--- src/rtl/ctmr_pkg.sv ---
package ctmr_pkg;
    // Register addresses decoded on the bus
    localparam logic [7:0] CT_ADDR_FLAG  = 8'hC6;
    localparam logic [7:0] CT_ADDR_MASK  = 8'hCC;
    localparam logic [7:0] CT_ADDR_RST   = 8'hE2;
    localparam logic [7:0] CT_ADDR_TAPLO = 8'hE3;
    localparam logic [7:0] CT_ADDR_TAPHI = 8'hE4;
    // Bit of the reset register that carries the strobe
    localparam int CT_RST_BIT = 1;
    // Tap indices feeding the four flags (flag bit order 0..3)
    localparam int CT_TAP_32HZ = 2;
    localparam int CT_TAP_8HZ  = 4;
    localparam int CT_TAP_2HZ  = 6;
    localparam int CT_TAP_1HZ  = 7;
    localparam int CT_NSRC     = 4;
endpackage

--- src/rtl/ctmr_divider.sv ---
module ctmr_divider #(
    parameter int STAGES = 8
) (
    input  logic              clk,
    input  logic              rst_n,
    input  logic              tick,
    input  logic              clr,
    output logic [STAGES-1:0] taps,
    output logic [STAGES-1:0] falls
);
    typedef struct packed {
        logic [STAGES-1:0] cnt;
    } div_st_t;

    div_st_t st_d, st_q;

    always_comb begin
        st_d  = st_q;
        falls = '0;
        if (clr) begin
            st_d.cnt = '0;
        end else if (tick) begin
            st_d.cnt = st_q.cnt + STAGES'(1);
            falls    = st_q.cnt & ~st_d.cnt;
        end
    end

    always_ff @(posedge clk) begin
        if (!rst_n) st_q <= '0;
        else        st_q <= st_d;
    end

    assign taps = st_q.cnt;

    assert_clear_zero_R8: assert property (@(posedge clk) disable iff (!rst_n)
        clr |=> (taps == '0));
    assert_step_R1: assert property (@(posedge clk) disable iff (!rst_n)
        (tick && !clr) |=> (taps == $past(taps) + STAGES'(1)));
    assert_hold_R1: assert property (@(posedge clk) disable iff (!rst_n)
        (!tick && !clr) |=> $stable(taps));
endmodule

--- src/rtl/ctmr_flags.sv ---
module ctmr_flags #(
    parameter int NSRC = 4
) (
    input  logic            clk,
    input  logic            rst_n,
    input  logic [NSRC-1:0] set,
    input  logic            rd_clr,
    output logic [NSRC-1:0] flags
);
    typedef struct packed {
        logic [NSRC-1:0] flg;
    } flg_st_t;

    flg_st_t st_d, st_q;

    always_comb begin
        st_d = st_q;
        if (rd_clr) st_d.flg = '0;
        st_d.flg = st_d.flg | set;
    end

    always_ff @(posedge clk) begin
        if (!rst_n) st_q <= '0;
        else        st_q <= st_d;
    end

    assign flags = st_q.flg;

    assert_rdclr_R5: assert property (@(posedge clk) disable iff (!rst_n)
        (rd_clr && set == '0) |=> (flags == '0));
    assert_setwin_R5: assert property (@(posedge clk) disable iff (!rst_n)
        (|set) |=> ((flags & $past(set)) == $past(set)));
    assert_sticky_R4: assert property (@(posedge clk) disable iff (!rst_n)
        (!rd_clr) |=> ((flags & $past(flags)) == $past(flags)));
endmodule

--- src/rtl/clock_timer_irq.sv ---
module clock_timer_irq
    import ctmr_pkg::*;
#(
    parameter int ADDR_W = 8,
    parameter int DATA_W = 4,
    parameter int STAGES = 8
) (
    input  logic              clk,
    input  logic              rst_n,
    input  logic              tick_256,
    input  logic              cpu_ie,
    input  logic [ADDR_W-1:0] bus_addr,
    input  logic              bus_wr,
    input  logic [DATA_W-1:0] bus_wdata,
    input  logic              bus_rd,
    output logic [DATA_W-1:0] bus_rdata,
    output logic              irq,
    output logic              wdt_clear
);
    localparam int HALF = STAGES / 2;

    typedef struct packed {
        logic [CT_NSRC-1:0] mask;
        logic               wdt;
    } top_st_t;

    top_st_t st_d, st_q;

    logic [STAGES-1:0]  taps, falls;
    logic [CT_NSRC-1:0] flag_set, flags;
    logic               hit_flag, hit_mask, hit_rst, hit_lo, hit_hi;
    logic               mask_wr, tmrst_hit, flag_rd;
    logic               falls_unused;

    assign hit_flag = (bus_addr == ADDR_W'(CT_ADDR_FLAG));
    assign hit_mask = (bus_addr == ADDR_W'(CT_ADDR_MASK));
    assign hit_rst  = (bus_addr == ADDR_W'(CT_ADDR_RST));
    assign hit_lo   = (bus_addr == ADDR_W'(CT_ADDR_TAPLO));
    assign hit_hi   = (bus_addr == ADDR_W'(CT_ADDR_TAPHI));

    assign mask_wr   = bus_wr && hit_mask;
    assign tmrst_hit = bus_wr && hit_rst && bus_wdata[CT_RST_BIT];
    assign flag_rd   = bus_rd && hit_flag;

    ctmr_divider #(.STAGES(STAGES)) u_div (
        .clk   (clk),
        .rst_n (rst_n),
        .tick  (tick_256),
        .clr   (tmrst_hit),
        .taps  (taps),
        .falls (falls)
    );

    assign flag_set = {falls[CT_TAP_1HZ], falls[CT_TAP_2HZ],
                       falls[CT_TAP_8HZ], falls[CT_TAP_32HZ]};
    assign falls_unused = ^{falls[0], falls[1], falls[3], falls[5]};

    ctmr_flags #(.NSRC(CT_NSRC)) u_flg (
        .clk    (clk),
        .rst_n  (rst_n),
        .set    (flag_set),
        .rd_clr (flag_rd),
        .flags  (flags)
    );

    always_comb begin
        st_d     = st_q;
        st_d.wdt = tmrst_hit;
        if (mask_wr && !cpu_ie) st_d.mask = bus_wdata[CT_NSRC-1:0];
    end

    always_ff @(posedge clk) begin
        if (!rst_n) st_q <= '0;
        else        st_q <= st_d;
    end

    always_comb begin
        bus_rdata = '0;
        if (hit_flag)    bus_rdata = DATA_W'(flags);
        else if (hit_mask) bus_rdata = DATA_W'(st_q.mask);
        else if (hit_lo) bus_rdata = DATA_W'(taps[HALF-1:0]);
        else if (hit_hi) bus_rdata = DATA_W'(taps[STAGES-1:HALF]);
    end

    assign irq       = |(flags & st_q.mask);
    assign wdt_clear = st_q.wdt;

    assert_mask_hold_R6: assert property (@(posedge clk) disable iff (!rst_n)
        (mask_wr && cpu_ie) |=> $stable(st_q.mask));
    assert_mask_load_R6: assert property (@(posedge clk) disable iff (!rst_n)
        (mask_wr && !cpu_ie) |=> (st_q.mask == $past(bus_wdata[CT_NSRC-1:0])));
    assert_wdt_pulse_R8: assert property (@(posedge clk) disable iff (!rst_n)
        tmrst_hit |=> wdt_clear);
    assert_irq_src_R7: assert property (@(posedge clk) disable iff (!rst_n)
        irq |-> (flags != '0 && st_q.mask != '0));
    assert_rst_read_R8: assert property (@(posedge clk) disable iff (!rst_n)
        hit_rst |-> (bus_rdata == '0));
endmodule

--- config.mk ---
export PLATFORM = sky130hd
export DESIGN_NAME = clock_timer_irq
export DESIGN_NICKNAME = d
export VERILOG_FILES = /design/src/rtl/ctmr_pkg.sv /design/src/rtl/ctmr_divider.sv /design/src/rtl/ctmr_flags.sv /design/src/rtl/clock_timer_irq.sv
export SDC_FILE = /design/constraint.sdc
export NUM_CORES = 1
export LEC_CHECK = 0
export CORE_MARGIN = 5
export CORE_UTILIZATION = 45
export CTS_CLUSTER_SIZE = 12
export DETAILED_ROUTE_END_ITERATION = 10
export GPL_TIMING_DRIVEN = 0
export PLACE_DENSITY_LB_ADDON = 0.3
export RECOVER_POWER = 50
export SETUP_SLACK_MARGIN = 0.3
export SYNTH_ARGS = -nofsm -noshare
export SYNTH_HDL_FRONTEND = slang
export SYNTH_HIERARCHICAL = 1
export SYNTH_SLANG_ARGS = --single-unit
--- constraint.sdc ---
create_clock -name clk -period 1.9 [get_ports clk]
set_clock_uncertainty 0.2 [all_clocks]
set_input_delay 0.57 -clock clk [delete_from_list [all_inputs] [get_ports clk]]
set_output_delay 0.57 -clock clk [all_outputs]
set_load 0.02 [all_outputs]
==> results of run 1 <==
[state kept, by name (all words and copies together) (netlist names)]
name	flops
u_flg/flags	4
u_div/taps	8
st_q	4
wdt_clear	1
[cell usage in the layout, fill, tap and decap left out, types with 2 or more instances in the layout]
master,count
and2_4,4
and3_1,6
and3b_1,8
and4bb_2,2
buf_2,4
buf_4,2
buf_6,16
buf_8,2
clkbuf_1,2
clkbuf_4,3
clkdlybuf4s50_1,6
dfxtp_1,14
dfxtp_2,3
ha_1,7
mux2i_1,11
nand2_1,10
nand3_2,6
nand3_4,2
nand4_1,4
nor2_1,8
nor2b_1,4
o211ai_1,4
o21a_1,4
[worst min-delay path, delay by kind of cell, from the launching register on]
family / cells / cell delay [ps]
mux: 1 / 60
simple gates: 1 / 50
flops: 1 / 340
[metal layers]
layer	GRT usage (%)	wire [µm]	vias up
met4	7.28	62	0
met1	20.4	1250	482
met2	27.8	1360	24
met3	3.49	155	8
met5	0	0	-
li1	-	-	495
[layout make-up]
class | instances | area share, %
buffer | 6 | 4.23
clock buffer | 4 | 1.65
multi-input combinational | 95 | 50.9
sequential | 17 | 21.6
tap | 30 | 2.35
timing repair buffer | 29 | 19.4
[power groups by stage]
stage	sequential [mW]	clock, mW	combinational [mW]
2_1_floorplan	0.373	0	0.0548
3_3_place_gp	0.374	0	0.103
3_5_place_dp	0.374	0	0.105
4_1_cts	0.366	0.202	0.118
5_1_grt	0.367	0.220	0.134
6_report	0.366	0.193	0.125
[final timing paths]
kind,start,endpoint,cells after the start
max reg2reg,u_div/taps[0]$_SDFFE_PP0P_,u_flg/flags[1]$_SDFF_PN0_,5
max,bus_addr[1],bus_rdata[1],6
min,st_q[2]$_SDFFE_PN0P_,st_q[2]$_SDFFE_PN0P_,2
min reg2reg,st_q[2]$_SDFFE_PN0P_,st_q[2]$_SDFFE_PN0P_,2
[what timing repair did]
| item | 4_1_cts | 5_1_grt |
|---|---|---|
| setup endpoints to repair | 23 | 22 |
| cloned | 2 | 1 |
| setup buffers | 4 | 0 |
| pin swaps | 16 | 9 |
| gates resized for setup | 93 | 7 |
[metrics by stage]
step	total power [mW]	hold WS (ps)	area, µm²	instances
after floorplan	0.428	246	1170	118
after global routing	0.721	321	1600	181
final	0.685	286	1600	181
after CTS	0.686	290	1550	180
after global placement	0.477	263	1430	170
after detailed placement	0.480	277	1430	170
==> impl_metrics.ini, run 1 <==
[outcome]
status = complete, but fails checks
failed_checks = setup timing

[worst_hold_path]
worstHoldPathType = register to register

[detailed_routing]
drc = 0
vias = 1009
wire_per_inst_um = 15.6
drt_iter0_markers = 33
ant_nets = 0
drt_wl_total_mm = 2.83
drt_pass1_iterations = 4
drt-vias-per-instance = 5.57

[timing]
fin_ws_ps = -313
fmax_mhz = 452
fin_crit_ps = 2210
slew_headroom_pct = 81.3
slew_violations = 0
setup_violations = 16
grt_setup_unrepaired = yes
hold_viol = 0
worstMarginPinSlew_ps = 279
tns_ps = -1780
finalCritPeriodShare_pct = 116

[global_route]
grt_pass1_vias = 1013
grt_first_pass_wirelength_mm = 4.46
grt-ovfl-total = 0
antenna_found_initial = 0
grtUsageTotal_pct = 16.6
grt_max_degree = 11

[cts]
cts_sinks = 17
cts_hold_buf = 0
worstSkewPairLatency_ps = 290
ctsHtreeMaxLevel = 1
cts.reportedPaths.clkPinSlew_ps = 100
clockBufferDepth = 2
numCtsBuffers = 3
cts_tree = done
clockRootBuffer = clkbuf_4

[die]
fp.dieH_um = 59.6
die_w_um = 59.6
ioPinCount = 24
core_area_um2 = 2410
fp.dieArea_um2 = 3550
initial_utilization_pct = 45.9
rows = 18

[place]
place.detailed.hpwl_mm = 1.95
dp_slack_ps = -1300
gp_congestion = 0.834
numPortBuffers = 22

[final_layout]
regArea_um2 = 344
nNetsFinal = 177
fin_util_pct = 66.3
multi_input_area_um2 = 812
drive_above_1_share_pct = 37.1
diodes = 0
fillers = 203
syn_to_final_growth_pct = 44.3

[worst_setup_path]
arrival_ps = 1440
slowest_stage = nor4b_4
path_buf_inv = 3
cp_data_required_time_ps = 1130
crit_path_start_kind = primary input
end_kind = output pin
critPathKind = primary input to output pin
cp_cell_sequence = buf_8 > nor4b_4 > buf_6 > nand3_2 > nand3_2 > buf_6
critPathTopFamily = simple AND/OR/NAND/NOR gates
cp_max_fo = 5
rrSetupSlack_ps = 300
max_stage_delay_ps = 280

[pwr]
power.internal_mw = 0.518
p_switching_mw = 0.167
p_sw_share_pct = 24.5
pwr-share-seq_pct = 53.5
total_leakage_power_nw = 0.800
pwr-share-comb_pct = 18.3
irDropWorstVdd_mv = 0.450
pwr_density_cell_nw_per_um2 = 429
pwr-share-clk_pct = 28.2

[synthesis]
synth_area_um2 = 1110
syn_avg_cell_area_um2 = 9.37
synth_cells = 118
yosysWarnings = 6
syn_nets = 143

[job]
maxCapViolCount = 0
Note: power is estimated with default switching activity, not from simulation.
==> inputs of run 2 (changes only) <==
Settings changed: SLEW_MARGIN from default to 15.
==> results of run 2 <==
Same layout as run 1: the final DEF is identical, and so are final timing and power.
